`src/rtl/lcdt_pkg.sv`:
```
package lcdt_pkg;

    localparam int PSC_W     = 4;
    localparam int DIV_W     = 4;
    localparam int FLD_W     = 3;
    localparam int PH_W      = 4;
    localparam int BLK_CNT_W = FLD_W + (1 << FLD_W) - 1;

    typedef enum logic [2:0] {
        DUTY_STATIC  = 3'd0,
        DUTY_HALF    = 3'd1,
        DUTY_THIRD   = 3'd2,
        DUTY_QUARTER = 3'd3,
        DUTY_EIGHTH  = 3'd4,
        DUTY_SIXTH   = 3'd5,
        DUTY_RSV6    = 3'd6,
        DUTY_RSV7    = 3'd7
    } duty_e;

    typedef enum logic [1:0] {
        BLK_NONE    = 2'd0,
        BLK_S0_C0   = 2'd1,
        BLK_S0_ALLC = 2'd2,
        BLK_ALL     = 2'd3
    } blink_e;

    typedef struct packed {
        logic [PSC_W-1:0] psc;
        logic [DIV_W-1:0] div;
        duty_e            duty;
        logic [FLD_W-1:0] dead;
        logic [FLD_W-1:0] pulse;
        logic [FLD_W-1:0] bdiv;
        blink_e           bmode;
    } cfg_t;

    // Number of common lines driven for a duty code; reserved codes act as static.
    function automatic logic [PH_W-1:0] com_count(duty_e d);
        case (d)
            DUTY_HALF:    return PH_W'(2);
            DUTY_THIRD:   return PH_W'(3);
            DUTY_QUARTER: return PH_W'(4);
            DUTY_EIGHTH:  return PH_W'(8);
            DUTY_SIXTH:   return PH_W'(6);
            default:      return PH_W'(1);
        endcase
    endfunction

endpackage

```
`src/rtl/lcdt_clkchain.sv`:
```
module lcdt_clkchain
    import lcdt_pkg::*;
#(
    parameter int PSC_BITS = PSC_W,
    parameter int DIV_BITS = DIV_W
) (
    input  logic                clk,
    input  logic                rst,
    input  logic                run,
    input  logic                restart,
    input  logic [PSC_BITS-1:0] psc,
    input  logic [DIV_BITS-1:0] div,
    output logic                ph_tick,
    output logic [DIV_BITS:0]   div_cnt
);
    localparam int PRE_BITS = (1 << PSC_BITS) - 1;
    localparam int DIV_BASE = 1 << DIV_BITS;

    logic [PRE_BITS-1:0] pre_cnt;
    logic [PRE_BITS-1:0] pre_mask;
    logic [DIV_BITS:0]   div_top;
    logic                pre_tick;

    assign pre_mask = {PRE_BITS{1'b1}} >> (PRE_BITS - int'(psc));
    assign div_top  = (DIV_BITS+1)'(DIV_BASE - 1) + {1'b0, div};
    assign pre_tick = run && ((pre_cnt & pre_mask) == pre_mask);
    assign ph_tick  = pre_tick && (div_cnt == div_top);

    always_ff @(posedge clk) begin
        if (rst || !run || restart) begin
            pre_cnt <= '0;
            div_cnt <= '0;
        end else begin
            pre_cnt <= pre_cnt + 1'b1;
            if (pre_tick) begin
                div_cnt <= ph_tick ? '0 : div_cnt + 1'b1;
            end
        end
    end

endmodule

```
`src/rtl/lcdt_sequencer.sv`:
```
module lcdt_sequencer
    import lcdt_pkg::*;
#(
    parameter int BLK_BITS = BLK_CNT_W
) (
    input  logic             clk,
    input  logic             rst,
    input  logic             clear,
    input  logic             ph_tick,
    input  logic [PH_W-1:0]  n_com,
    input  logic [FLD_W-1:0] n_dead,
    input  logic [FLD_W-1:0] bdiv,
    output logic [PH_W-1:0]  phase,
    output logic             frame_end,
    output logic             blink_off
);
    logic [BLK_BITS-1:0] blk_cnt;
    logic [PH_W-1:0]     n_total;

    assign n_total   = n_com + PH_W'(n_dead);
    assign frame_end = ph_tick && (phase == n_total - 1'b1);
    assign blink_off = blk_cnt[int'(bdiv) + 2];

    always_ff @(posedge clk) begin
        if (rst || clear) begin
            phase   <= '0;
            blk_cnt <= '0;
        end else if (ph_tick) begin
            phase   <= frame_end ? '0 : phase + 1'b1;
            blk_cnt <= blk_cnt + 1'b1;
        end
    end

endmodule

```
`src/rtl/lcdt_databuf.sv`:
```
module lcdt_databuf #(
    parameter int SEG_W = 32,
    parameter int N_COM = 8,
    localparam int IDX_W = $clog2(N_COM)
) (
    input  logic             clk,
    input  logic             rst,
    input  logic             wr_en,
    input  logic [IDX_W-1:0] wr_idx,
    input  logic [SEG_W-1:0] wr_data,
    input  logic             commit,
    input  logic [IDX_W-1:0] rd_idx,
    output logic [SEG_W-1:0] rd_data
);
    logic [SEG_W-1:0] shadow [N_COM];
    logic [SEG_W-1:0] active [N_COM];

    for (genvar g = 0; g < N_COM; g++) begin : g_word
        always_ff @(posedge clk) begin
            if (rst) begin
                shadow[g] <= '0;
                active[g] <= '0;
            end else begin
                if (wr_en && (wr_idx == IDX_W'(g))) shadow[g] <= wr_data;
                if (commit) active[g] <= shadow[g];
            end
        end
    end

    assign rd_data = active[rd_idx];

endmodule

```
`src/rtl/lcdt_frame_gen.sv`:
```
module lcdt_frame_gen
    import lcdt_pkg::*;
#(
    parameter int SEG_W = 32,
    parameter int N_COM = 8,
    localparam int IDX_W = $clog2(N_COM)
) (
    input  logic             clk,
    input  logic             rst,
    input  logic             enable,
    input  logic [PSC_W-1:0] psc_cfg,
    input  logic [DIV_W-1:0] div_cfg,
    input  logic [2:0]       duty_cfg,
    input  logic [FLD_W-1:0] dead_cfg,
    input  logic [FLD_W-1:0] pulse_cfg,
    input  logic [FLD_W-1:0] blink_div_cfg,
    input  logic [1:0]       blink_mode_cfg,
    input  logic             wr_en,
    input  logic [IDX_W-1:0] wr_idx,
    input  logic [SEG_W-1:0] wr_data,
    input  logic             upd_req,
    input  logic             sof_ie,
    input  logic             upd_ie,
    input  logic             sof_clr,
    input  logic             upd_clr,
    output logic             on_flag,
    output logic [IDX_W-1:0] com_idx,
    output logic             dead_phase,
    output logic [SEG_W-1:0] seg_out,
    output logic             pulse_on,
    output logic             sof_flag,
    output logic             upd_pend,
    output logic             upd_done,
    output logic             irq
);
    logic             on_q;
    cfg_t             cfg_in;
    cfg_t             cfg_act;
    logic             start;
    logic             run;
    logic             fr_evt;
    logic             commit;
    logic             ph_tick;
    logic             frame_end;
    logic             blink_off;
    logic [DIV_W:0]   div_cnt;
    logic [PH_W-1:0]  phase;
    logic [PH_W-1:0]  n_com;
    logic             in_com;
    logic [SEG_W-1:0] word;
    logic [SEG_W-1:0] bmask;

    assign cfg_in = '{psc:   psc_cfg,
                      div:   div_cfg,
                      duty:  duty_e'(duty_cfg),
                      dead:  dead_cfg,
                      pulse: pulse_cfg,
                      bdiv:  blink_div_cfg,
                      bmode: blink_e'(blink_mode_cfg)};

    assign start  = enable && !on_q;
    assign run    = enable && on_q;
    assign fr_evt = start || frame_end;
    assign commit = fr_evt && upd_pend;
    assign n_com  = com_count(cfg_act.duty);

    always_ff @(posedge clk) begin
        if (rst) begin
            on_q    <= 1'b0;
            cfg_act <= '0;
        end else begin
            on_q <= enable;
            if (fr_evt) cfg_act <= cfg_in;
        end
    end

    always_ff @(posedge clk) begin
        if (rst) begin
            upd_pend <= 1'b0;
            upd_done <= 1'b0;
            sof_flag <= 1'b0;
        end else begin
            if (commit)       upd_pend <= 1'b0;
            else if (upd_req) upd_pend <= 1'b1;
            if (commit)       upd_done <= 1'b1;
            else if (upd_clr) upd_done <= 1'b0;
            if (fr_evt)       sof_flag <= 1'b1;
            else if (sof_clr) sof_flag <= 1'b0;
        end
    end

    lcdt_clkchain u_clk (
        .clk     (clk),
        .rst     (rst),
        .run     (run),
        .restart (fr_evt),
        .psc     (cfg_act.psc),
        .div     (cfg_act.div),
        .ph_tick (ph_tick),
        .div_cnt (div_cnt)
    );

    lcdt_sequencer u_seq (
        .clk       (clk),
        .rst       (rst),
        .clear     (!enable || start),
        .ph_tick   (ph_tick),
        .n_com     (n_com),
        .n_dead    (cfg_act.dead),
        .bdiv      (cfg_act.bdiv),
        .phase     (phase),
        .frame_end (frame_end),
        .blink_off (blink_off)
    );

    lcdt_databuf #(.SEG_W(SEG_W), .N_COM(N_COM)) u_buf (
        .clk     (clk),
        .rst     (rst),
        .wr_en   (wr_en),
        .wr_idx  (wr_idx),
        .wr_data (wr_data),
        .commit  (commit),
        .rd_idx  (com_idx),
        .rd_data (word)
    );

    assign in_com     = on_q && (phase < n_com);
    assign dead_phase = on_q && !in_com;
    assign com_idx    = in_com ? phase[IDX_W-1:0] : '0;

    always_comb begin
        case (cfg_act.bmode)
            BLK_S0_C0:   bmask = (com_idx == '0) ? SEG_W'(1) : '0;
            BLK_S0_ALLC: bmask = SEG_W'(1);
            BLK_ALL:     bmask = '1;
            default:     bmask = '0;
        endcase
    end

    assign seg_out  = in_com ? (word & ~(blink_off ? bmask : '0)) : '0;
    assign pulse_on = in_com && (div_cnt < (DIV_W+1)'(cfg_act.pulse));
    assign irq      = (sof_flag && sof_ie) || (upd_done && upd_ie);
    assign on_flag  = on_q;

endmodule

```
`config.mk`:
```
export PLATFORM = sky130hd
export DESIGN_NAME = lcdt_frame_gen
export DESIGN_NICKNAME = d
export VERILOG_FILES = /design/src/rtl/lcdt_pkg.sv /design/src/rtl/lcdt_clkchain.sv /design/src/rtl/lcdt_sequencer.sv /design/src/rtl/lcdt_databuf.sv /design/src/rtl/lcdt_frame_gen.sv
export SDC_FILE = /design/constraint.sdc
export NUM_CORES = 1
export LEC_CHECK = 0
export BUFFER_PORTS_ARGS = -buffer_cell sky130_fd_sc_hd__buf_4
export CORE_ASPECT_RATIO = 0.75
export CORE_MARGIN = 10
export CORE_UTILIZATION = 42
export CTS_CLUSTER_DIAMETER = 30
export DETAILED_ROUTE_END_ITERATION = 12
export PLACE_DENSITY = 0.64
export SYNTH_ARGS = -nofsm -noshare
export SYNTH_HDL_FRONTEND = slang
export SYNTH_SLANG_ARGS = --single-unit
```
`constraint.sdc`:
```
create_clock -name clk -period 42.5 [get_ports clk]
set_input_delay 0 -clock clk [delete_from_list [all_inputs] [get_ports clk]]
set_output_delay 0 -clock clk [all_outputs]
set_load 0.01 [all_outputs]
```
==> results by group, run 1 <==
Setup path
  • CP startpoint kind: flop
  • Worst path top cell family by delay: buffers and inverters
  • CP max stage delay: 0.89 ns
  • Crit path cell chain: inv_1, nor3_1, a21oi_1, ha_1, inv_1, ha_1, inv_1, fa_1, xnor3_1, xnor2_1, nand4_1, o32a_2, buf_12, buf_4, buf_4, nor3b_2
  • Nature of the critical path endpoint: flop
  • Critical path data required time: 42.85 ns
  • CP max-delay cell: buf_4
  • CP Max Fanout: 139
  • WS Path Type: flop to flop
  • CP Buf/Inv Count: 6
  • Worst EP arrival: 6.51 ns
  • Top cell by count, worst path: inv_1

Job
  • Max Cap Viol: 0

Cells and area
  • P&R area growth vs syn: 21.4%
  • Fillers: 5,167
  • Design Area, Final: 32,200 sq um
  • Share of cells above drive strength 1: 0.304
  • Nets@finish: 2,122

CTS
  • Hold_buf cts: 62
  • Post-CTS setup buffers: 0
  • Longest Clk Path Bufs: 3
  • Num Clock Sinks: 572
  • CTS tree: yes
  • Clock slew at reported path FFs: 0.05 ns
  • Clock latency at the later pin of the worst-skew pair: 0.65 ns
  • CTS Buf Count: 110
  • CTS Root Cell: clkbuf_16
  • Post-CTS Resized: 0
  • CTS H-tree lvls: 3

Floorplanning
  • Die Area: 73,700 sq um
  • Die height: 238 um
  • Initial core utilization: 0.426
  • Rows: 79
  • # IOs: 108
  • Die W: 310 um
  • Core Box Area: 62,300 sq um

STA
  • RSZ-0062 raised after global routing: false
  • Min setup slack post-route: 36.34 ns
  • Setup Viol. Count Final: 0
  • Final hold vios: 0
  • Final Cycle Share: 0.145
  • Worst-Margin Slew: 1.17 ns
  • Fmax achieved: 0.162 GHz
  • Post-route setup TNS: 0 ns
  • Crit path time final: 6.16 ns
  • Clk_skew: 0.0201 ns
  • Max Slew Vio Count: 0
  • Worst relative slew slack: 0.221

Yosys
  • Post-Syn Area per Cell: 14.3 sq um
  • Post-synth EDFFs: 512
  • Post-Syn Area: 26,500 sq um
  • Mapped Nets: 1,942
  • Dominant synthesized flop cell: edfxtp_1
  • Seq/Total Area, Yosys: 0.625
  • Synth top area share: 0.580
  • Largest family of logic cells by synthesized area: simple AND/OR/NAND/NOR gates
  • Synth Area in XOR/XNOR: 0.00812
  • Async SR Flop Fraction: 0
  • Synth area leaders: edfxtp_1 (58%), nor3b_2 (12%), and2_1 (6.2%)
  • Cell count after synthesis: 1,860
  • Synth Area in Compound Gates: 0.0412
  • Register bit total from synthesis: 572
  • Synth unique cells: 63
  • Mux share of post-synthesis cell area: 0.0617
  • Adder-cell share of the synthesized area: 0.00783
  • Synth warn: 0
  • Yosys top cell by area: edfxtp_1
  • Simple-Gate Fraction of Synth Area: 0.225

Run status
  • Status: finished, final reports clean

Placement
  • Final HPWL from detailed placement: 32,400 um
  • Area after DPL: 28,000 sq um
  • RePlAce Congestion: 0.766
  • I/O Buffers: 107
  • Setup slack at placement: 36.34 ns

Global route
  • Antenna violations before repair: 6
  • First-pass GRT wire length: 94,700 um
  • Total gr overflow: 0
  • GRT Util Overall: 0.165
  • Largest net degree at the start of global routing: 171
  • Vias in the first global route: 16,137

Drt
  • DR iter-0 viols: 1,147
  • Vias per cell: 5.31
  • Residual DRC count: 0
  • DRT Pass-1 Iters: 5
  • DRT antenna net count: 0
  • Via count: 15,642
  • WL/cell: 20.8 um
  • Drt total wl: 61,300 um

Min path
  • Hold crit path type: primary input to flop

Power and ir drop
  • PD cells: 48.6 nW/um^2
  • Lkg Pwr: 0.0109 uW
  • IR drop worst, VDD: 0.0000342 V
[placed cells by master, fill, tap and decap left out, types with 15 or more instances in the layout]
cell type / instances
nand3_1: 18
mux2i_1: 87
nor2_1: 32
dlygate4sd3_1: 62
edfxtp_1: 512
buf_4: 137
o21ai_0: 76
mux2_2: 62
clkbuf_1: 25
dfxtp_1: 58
clkinv_1: 18
and2_1: 261
nand2_1: 129
nor3b_2: 256
clkbuf_16: 112
ha_1: 15
a21oi_1: 18
o22ai_1: 31
inv_1: 18
[layout make-up]
type / count / area (sq um) / share of cell area
flip-flops and latches: 572 / 16600 / 0.515
repair buffers: 201 / 1690 / 0.0525
clock inverters: 63 / 632 / 0.0196
multi-input cells: 1135 / 9270 / 0.288
inverters: 20 / 75.1 / 0.00233
clock buffers: 138 / 2910 / 0.0904
diodes: 5 / 12.5 / 0.000389
well taps: 810 / 1010 / 0.0315
[path summary, 6_finish.rpt]
check        depth (start not counted)                           endpoint  slack [ns]                     start
max                                 16  u_buf.active[0][20]$_SDFFCE_PN0P_       36.34  cfg_act[12]$_SDFFE_PP0P_
min                                  3              sof_flag$_SDFFE_PP0P_        0.13                       rst
max reg2reg                         16  u_buf.active[0][20]$_SDFFCE_PN0P_       36.34  cfg_act[12]$_SDFFE_PP0P_
min reg2reg                          2            cfg_act[5]$_SDFFE_PP0P_        0.46   cfg_act[5]$_SDFFE_PP0P_
[layer usage]
layer / vias to the layer above / share of wire / track usage
li1: 7232 / - / -
met1: 7923 / 0.44 / 0.218
met2: 368 / 0.48 / 0.267
met3: 117 / 0.047 / 0.0335
met4: 2 / 0.025 / 0.0549
met5: - / 0.00020 / 0
[worst min-delay path: stages]
cell	delay (ns)
dlygate4sd3_1	0.54
buf_4	0.14
a21oi_1	0.04
[sequential cells by signal (all words and copies together) (netlist names)]
| signal | cells |
|---|---|
| u_buf.active | 256 |
| u_buf.shadow | 256 |
| cfg_act | 22 |
| u_clk.pre_cnt | 15 |
| u_seq.blk_cnt | 10 |
| u_clk.div_cnt | 5 |
| u_seq.phase | 4 |
| on_flag | 1 |
| sof_flag | 1 |
| upd_done | 1 |
| upd_pend | 1 |
[cell families after synthesis]
group | after synthesis
buf+inv | 153
mux | 152
fa+ha+maj | 16
simple gates | 765
compound gates | 179
flops | 572
xor+xnor | 23
[synthesized netlist by cell type, types with 4 or more instances]
cell	count
buf_6	31
nor3b_2	256
ha_1	15
o311ai_0	4
dfxtp_1	60
o22ai_1	31
nor2b_1	5
mux2i_1	87
buf_2	8
nor3_1	10
and3_1	7
xor2_1	12
nor2_1	38
edfxtp_1	512
o21a_1	4
nand4_1	8
o21ai_0	82
xnor2_1	10
nand2b_1	8
o31ai_1	8
mux2_2	62
nand2_1	131
and2_1	261
buf_1	6
nand3_1	18
clkbuf_1	88
a21oi_1	18
inv_1	19
nand3b_1	5
[stage by stage]
stage	total power, uW	utilization	hold slack [ns]	instances
global placement	749	0.450	0.201	2676
CTS	1580	0.517	0.0818	2939
global route	1610	0.517	0.116	2941
floorplan	728	-	0.0691	1860
detailed placement	753	0.450	0.205	2676
finish	1560	0.517	0.130	2944
[power by group]
part	internal, uW	leakage, uW	switching [uW]
Combinational	33.1	0.00358	56.7
Sequential	648	0.00564	8.64
Clock	536	0.00169	281
Total	1220	0.0109	347
No activity file was read; power rests on OpenSTA's default activity.
==> run 2: changes to the inputs <==
- PLACE_DENSITY: 0.64 -> 0.66
- clock period: 42.5 -> 5 ns (I/O delays scaled with it)
==> run 2 against run 1 <==
Compared with the run above:
- clock skew rose by 0.0024 ns
- combinational power rose to 8.8 times the previous value
- hold slack improved by 0.0015 ns
- via count rose by 0.97%
- sequential cell count did not move
- critical path depth fell by 5
- worst setup slack got worse by 36 ns
==> results by group, run 2 (synthesis gave the netlist of run 1 again) <==
Run status
  • Status: finished, final reports clean

Placement
  • RePlAce Congestion: 0.810 (+5.7%)
  • Final HPWL from detailed placement: 33,300 um (+2.6%)
  • DP Cell Count: 2,682 (+0.22%)
  • I/O Buffers: 107 (unchanged)

STA
  • Setup Viol. Count Final: 0 (unchanged)
  • Final hold vios: 0 (unchanged)
  • Fmax achieved: 0.225 GHz
  • Worst-Margin Slew: 1.16 ns (-0.0128 ns)
  • Worst relative slew slack: 0.229 (+0.00851)
  • Final Cycle Share: 0.888
  • Max Slew Vio Count: 0 (unchanged)
  • RSZ-0062 raised after global routing: false
  • Clk_skew: 0.0226 ns (+0.00243 ns)
  • Crit path time final: 4.44 ns

Setup path
  • CP startpoint kind: flop
  • Worst EP arrival: 4.44 ns (-2.07 ns)
  • WS Path Type: flop to primary output
  • Nature of the critical path endpoint: primary output
  • CP Max Fanout: 28 (-80%)
  • Critical path data required time: 5.00 ns (-37.85 ns)

Global route
  • First-pass GRT wire length: 97,300 um (+2.7%)
  • Largest net degree at the start of global routing: 151 (-12%)
  • Antenna violations before repair: 3 (-3)
  • GRT Util Overall: 0.171 (+0.00644)
  • Total gr overflow: 0 (unchanged)
  • Vias in the first global route: 16,455 (+2.0%)

Drt
  • Drt total wl: 63,200 um (+3.2%)
  • DR iter-0 viols: 1,223 (+6.6%)
  • Residual DRC count: 0 (unchanged)
  • Vias per cell: 5.34 (+0.60%)
  • Via count: 15,794 (+0.97%)
  • WL/cell: 21.4 um (+2.9%)
  • DRT Pass-1 Iters: 5 (unchanged)
  • DRT antenna net count: 0 (unchanged)

CTS
  • CTS Root Cell: clkbuf_16
  • CTS tree: yes
  • Post-CTS setup buffers: 0 (unchanged)
  • CTS H-tree lvls: 3 (unchanged)
  • Clock slew at reported path FFs: 0.05 ns (about the same)
  • Longest Clk Path Bufs: 3 (unchanged)
  • Post-CTS Resized: 0 (unchanged)
  • Num Clock Sinks: 572 (unchanged)
  • CTS Buf Count: 112 (+1.8%)
  • Hold_buf cts: 61 (-1.6%)
  • Clock latency at the later pin of the worst-skew pair: 0.64 ns (about the same)

Floorplanning
  • Initial core utilization: 0.426 (unchanged)
  • # IOs: 108 (unchanged)
  • Die W: 310 um (unchanged)
  • Rows: 79 (unchanged)
  • Die height: 238 um (unchanged)
  • Core Box Area: 62,300 sq um (unchanged)
  • Die Area: 73,700 sq um (unchanged)

Cells and area
  • Commonest cells after routing, fill and taps aside: edfxtp_1 (512), and2_1 (261), nor3b_2 (256)
  • Nets@finish: 2,129 (+0.33%)
  • Largest registers: u_buf.active (256), u_buf.shadow (256), cfg_act (22)
  • P&R area growth vs syn: 23.3%
  • Share of cells above drive strength 1: 0.320 (+0.0157)
  • Finished Layout Cells: 2,955 (+0.37%)
  • Commonest non-fill, non-tap cell in the layout: edfxtp_1

Power and ir drop
  • Lkg Pwr: 0.0112 uW (+2.4%)
  • PD cells: 428 nW/um^2 (+780%)
  • Overall power: 14,000 uW (+790%)
  • IR drop worst, VDD: 0.000266 V (+680%)

Min path
  • Hold crit path type: primary input to flop

Job
  • Max Cap Viol: 0 (unchanged)
run 2: cell types whose count changed in the layout (fill, tap and decap cells not counted), moves of 4 or more:
cell / change
clkbuf_16: +4
clkinv_1: -5
clkinv_2: +8
bufinv_16: +9
buf_12: +9
clkbuf_1: -12
clkinv_4: +8
run 2: through the flow:
| stage | cell area [sq um] | util | setup WS [ns] | hold slack [ns] | setup TNS (ns) |
|---|---|---|---|---|---|
| CTS | 32700 | 0.525 | 0.542 | 0.0672 | 0 |
| global placement | 28200 | 0.453 | 1.04 | 0.194 | 0 |
| floorplan | 26500 | - | -2.27 | 0.0691 | -581.13 |
| finish | 32700 | 0.525 | 0.559 | 0.132 | 0 |
| global route | 32700 | 0.525 | 0.276 | 0.107 | 0 |
| detailed placement | 28200 | 0.453 | 0.988 | 0.210 | 0 |
run 2: layout make-up:
type                       count  area (sq um)
fill                        5144         29600
sequential                   572         16600
multi-input combinational   1135          9280
clock buffer                 129          2950
timing repair buffer         206          1840
tap                          810          1010
clock inverter                81           943
inverter                      20          75.1
antenna                        2          5.00
run 2: power by group:
group / internal, uW / switching, uW
Sequential: 5510 / 74.6
Clock: 5140 / 2470
Combinational: 294 / 492
run 2: critical path, cell delays in order, from the launching register on:
cell      delay, ns
dfxtp_2        0.38
nor3b_1        0.39
inv_1          0.10
ha_1           0.23
nor3b_1        0.28
o211ai_1       0.26
a21boi_4       0.83
buf_12         0.33
mux2_2         0.36
o21ai_0        0.27
o22ai_1        0.17
buf_4          0.20
run 2: path summary, 6_finish.rpt:
path | from | to | slack [ns] | cells after the start
hold / removal | rst | on_flag$_SDFF_PP0_ | 0.13 | 3
hold reg to reg | cfg_act[5]$_SDFFE_PP0P_ | cfg_act[5]$_SDFFE_PP0P_ | 0.46 | 2
setup / recovery | cfg_act[13]$_SDFFE_PP0P_ | seg_out[31] | 0.56 | 11
setup reg to reg | cfg_act[12]$_SDFFE_PP0P_ | u_buf.active[7][14]$_SDFFCE_PN0P_ | 0.92 | 14
run 2: routing by layer:
metal	global-route usage	wire, um	vias up
met3	0.0370	3810	99
met5	0	7	-
met4	0.0512	1170	2
li1	-	-	7248
met2	0.285	31300	441
met1	0.221	26900	8004
==> run 3: changes to the inputs <==
- ABC_AREA: unset -> 1
- CORE_UTILIZATION: 42 -> 26
- PLACE_DENSITY: 0.66 -> 0.48
==> run 3 against run 2 <==
Compared with the run above:
- sequential share of layout area barely moved
- highest routed layer is now met4
- worst setup slack improved by 0.13 ns
- largest cell class unchanged
- power rose by 10%
- sequential power barely moved
- utilization fell by 18 points
- first-iteration DRC count fell by 3.4%
- non-clock buffer count rose by 8
- critical path depth rose by 2
- critical endpoint is now seg_out[7]
==> results by group, run 3 <==
Power and ir drop
  • Switching power: 3350 uW (+10%)
  • Net Sw Frac: 0.218 (+0.000367)
  • Clk pwr share: 0.590 (+0.045)
  • Lkg Pwr: 0.0136 uW (+22%)
  • Flop pwr share: 0.363 (-0.036)
  • IR drop worst, VDD: 0.000297 V (+12%)
  • PD cells: 471 nW/um^2 (+10%)
  • Overall power: 15,400 uW (+10%)
  • Logic pwr share: 0.047 (-0.009)
  • Internal power: 12,000 uW (+10%)

STA
  • WHS: 0.0668 ns (-0.0649 ns)
  • Fmax achieved: 0.232 GHz (+2.9%)
  • Post-route setup TNS: 0 ns (unchanged)
  • Worst relative slew slack: 0.254 (+0.0246)
  • Min setup slack post-route: 0.686 ns (+0.127 ns)
  • RSZ-0062 raised after global routing: false
  • Setup Viol. Count Final: 0 (unchanged)
  • Clk_skew: 0.0270 ns (+0.00443 ns)
  • Crit path time final: 4.31 ns (-0.127 ns)
  • Final Cycle Share: 0.863 (-0.0254)
  • Worst-Margin Slew: 1.12 ns (-0.0382 ns)
  • Max Slew Vio Count: 0 (unchanged)
  • Final hold vios: 0 (unchanged)

Setup path
  • WS Path Type: flop to primary output
  • CP Max Fanout: 34 (+21%)
  • CP startpoint kind: flop
  • Nature of the critical path endpoint: primary output
  • Critical path data required time: 5.00 ns (about the same)
  • Worst EP arrival: 4.31 ns (-0.13 ns)
  • CP max stage delay: 0.80 ns (-0.03 ns)
  • Crit path cell chain: inv_1, nor3_1, inv_1, ha_1, a21oi_1, nand4_1, inv_2, buf_12, nand2_1, nand3_1, a21oi_1, nor2_1, buf_4
  • CP max-delay cell: inv_2

Yosys
  • Cell count after synthesis: 2,543 (+37%)
  • Synth area leaders: edfxtp_1 (61%), nor2_1 (10%), nand2_1 (6.1%)
  • Largest family of logic cells by synthesized area: simple AND/OR/NAND/NOR gates
  • Yosys top cell by area: edfxtp_1
  • Synth warn: 0 (unchanged)
  • Mapped Nets: 2,625 (+35%)
  • Adder-cell share of the synthesized area: 0.00830 (+0.000464)
  • Synth Area in XOR/XNOR: 0.00735 (-0.000769)
  • Register bit total from synthesis: 572 (unchanged)
  • Simple-Gate Fraction of Synth Area: 0.209 (-0.0161)
  • Mux share of post-synthesis cell area: 0 (-0.0617)
  • Async SR Flop Fraction: 0 (unchanged)
  • Post-synth EDFFs: 512 (unchanged)
  • Count leader, synth: nor2_1
  • Seq/Total Area, Yosys: 0.662 (+0.0370)
  • Post-Syn Area per Cell: 9.84 sq um (-31%)
  • Dominant synthesized flop cell: edfxtp_1
  • Most instantiated cells after synthesis: nor2_1 (668), edfxtp_1 (512), nand2_1 (406), inv_1 (390), nand3_1 (143)
  • Synth Area in Compound Gates: 0.0265 (-0.0147)
  • Synth top area share: 0.614 (+0.0343)
  • Post-Syn Area: 25,000 sq um (-5.6%)
  • Synth unique cells: 42 (-33%)

CTS
  • CTS tree: yes
  • Longest Clk Path Bufs: 3 (unchanged)
  • CTS H-tree lvls: 4 (+1)
  • Clock latency at the later pin of the worst-skew pair: 0.71 ns (+0.07 ns)
  • Clock slew at reported path FFs: 0.04 ns (about the same)
  • Num Clock Sinks: 572 (unchanged)
  • CTS Root Cell: clkbuf_16
  • CTS Buf Count: 136 (+21%)

Cells and area
  • Nets@finish: 2,853 (+34%)
  • Commonest non-fill, non-tap cell in the layout: nor2_1
  • Share of cells above drive strength 1: 0.139 (-0.181)
  • Largest registers: u_buf.active (256), u_buf.shadow (256), cfg_act (22)
  • Final core occ: 0.342 (-0.183)
  • P&R area growth vs syn: 30.5%
  • Commonest cells after routing, fill and taps aside: nor2_1 (668), edfxtp_1 (512), nand2_1 (398)

Global route
  • Vias in the first global route: 17,163 (+4.3%)
  • Largest net degree at the start of global routing: 134 (-11%)
  • Antenna violations before repair: 2 (-1)
  • First-pass GRT wire length: 107,000 um (+9.9%)
  • GRT Util Overall: 0.130 (-0.0407)
  • Total gr overflow: 0 (unchanged)

Drt
  • DRT Pass-1 Iters: 5 (unchanged)
  • Via count: 17,482 (+11%)
  • DRT antenna net count: 0 (unchanged)
  • WL/cell: 17.3 um (-19%)
  • Vias per cell: 4.23 (-21%)
  • Residual DRC count: 0 (unchanged)
  • DR iter-0 viols: 1,181 (-3.4%)
  • Drt total wl: 71,600 um (+13%)

Floorplanning
  • Die W: 378 um (+22%)
  • Initial core utilization: 0.262 (-0.163)
  • # IOs: 108 (unchanged)
  • Die height: 289 um (+22%)
  • Die Area: 109,000 sq um (+48%)
  • Core Box Area: 95,400 sq um (+53%)
  • Rows: 98 (+24%)

Placement
  • Final HPWL from detailed placement: 39,800 um (+20%)
  • RePlAce Congestion: 0.760 (-6.1%)
  • I/O Buffers: 107 (unchanged)
  • Setup slack at placement: 1.34 ns (+0.354 ns)

Min path
  • Hold crit path type: primary input to flop

Run status
  • Status: finished, final reports clean

Job
  • Max Cap Viol: 0 (unchanged)
-- run 3: cell types whose count changed after synthesis, moves of 32 or more --
cell and delta:
a21oi_1 +48, and2_1 -261, inv_1 +371, mux2_2 -62, mux2i_1 -87, nand2_1 +275
nand3_1 +125, nand4_1 +32, nor2_1 +630, nor3b_2 -256, o21ai_0 -34
-- run 3: repair_timing --
item,CTS,global route
endpoints found under the hold margin,306,0
hold buffers,67,0
resized for setup,0,0
buffers inserted,0,0
-- run 3: final timing paths --
| path | startpoint | endpoint | slack, ns | cells after the start |
|---|---|---|---|---|
| worst max-delay path | cfg_act[13]$_SDFFE_PP0P_ | seg_out[7] | 0.69 | 13 |
| worst min-delay path | upd_clr | upd_done$_SDFFE_PP0P_ | 0.07 | 3 |
| worst max register to register | cfg_act[11]$_SDFFE_PP0P_ | u_buf.active[1][13]$_SDFFCE_PN0P_ | 1.34 | 16 |
| worst min register to register | u_clk.pre_cnt[14]$_SDFF_PP0_ | u_clk.pre_cnt[14]$_SDFF_PP0_ | 0.46 | 2 |
-- run 3: per-layer routing --
metal  GRT usage  share of wire  up-vias  wire, um
li1            -              -     8646         -
met5           0              0        -         0
met1       0.170           0.46     8337     32900
met2       0.212           0.47      400     33800
met4      0.0531          0.024        0      1730
met3      0.0239          0.045       99      3250
-- run 3: worst max-delay path, delay by kind of cell (launching register included) --
kind            cells  cell delay, ns
buf+inv             5            1.49
fa+ha+maj           1            0.30
flops               1            0.36
compound gates      2            0.37
simple gates        5            1.06
-- run 3: stage by stage --
stage	cells	cell area, sq um
after floorplan	2543	25000
after global placement	3816	27200
after detailed placement	3816	27200
after CTS	4134	32700
after global routing	4135	32700
final	4135	32700
-- run 3: cell families after synthesis --
group                    Yosys count
AND/OR/NAND/NOR                 1287
buffers and inverters            520
XOR/XNOR                          21
AO/OA/AOI/OAI                    127
flip-flops                       572
adder cells (fa/ha/maj)           16
-- run 3: area by class of cell --
| type | instances | area, sq um |
|---|---|---|
| multi-input cells | 1451 | 6390 |
| clock inverters | 90 | 1180 |
| flip-flops and latches | 572 | 16600 |
| diodes | 1 | 2.50 |
| fillers | 9544 | 62700 |
| well taps | 1250 | 1560 |
| repair buffers | 214 | 1870 |
| clock buffers | 161 | 3580 |
| inverters | 396 | 1490 |
-- run 3: power groups by stage --
stage,clock (uW),sequential [uW],combinational [uW]
after detailed placement,0,5670,690
after CTS,9220,5590,736
after floorplan,0,5670,410
after global placement,0,5670,689
final,9090,5590,721
after global routing,9490,5610,806
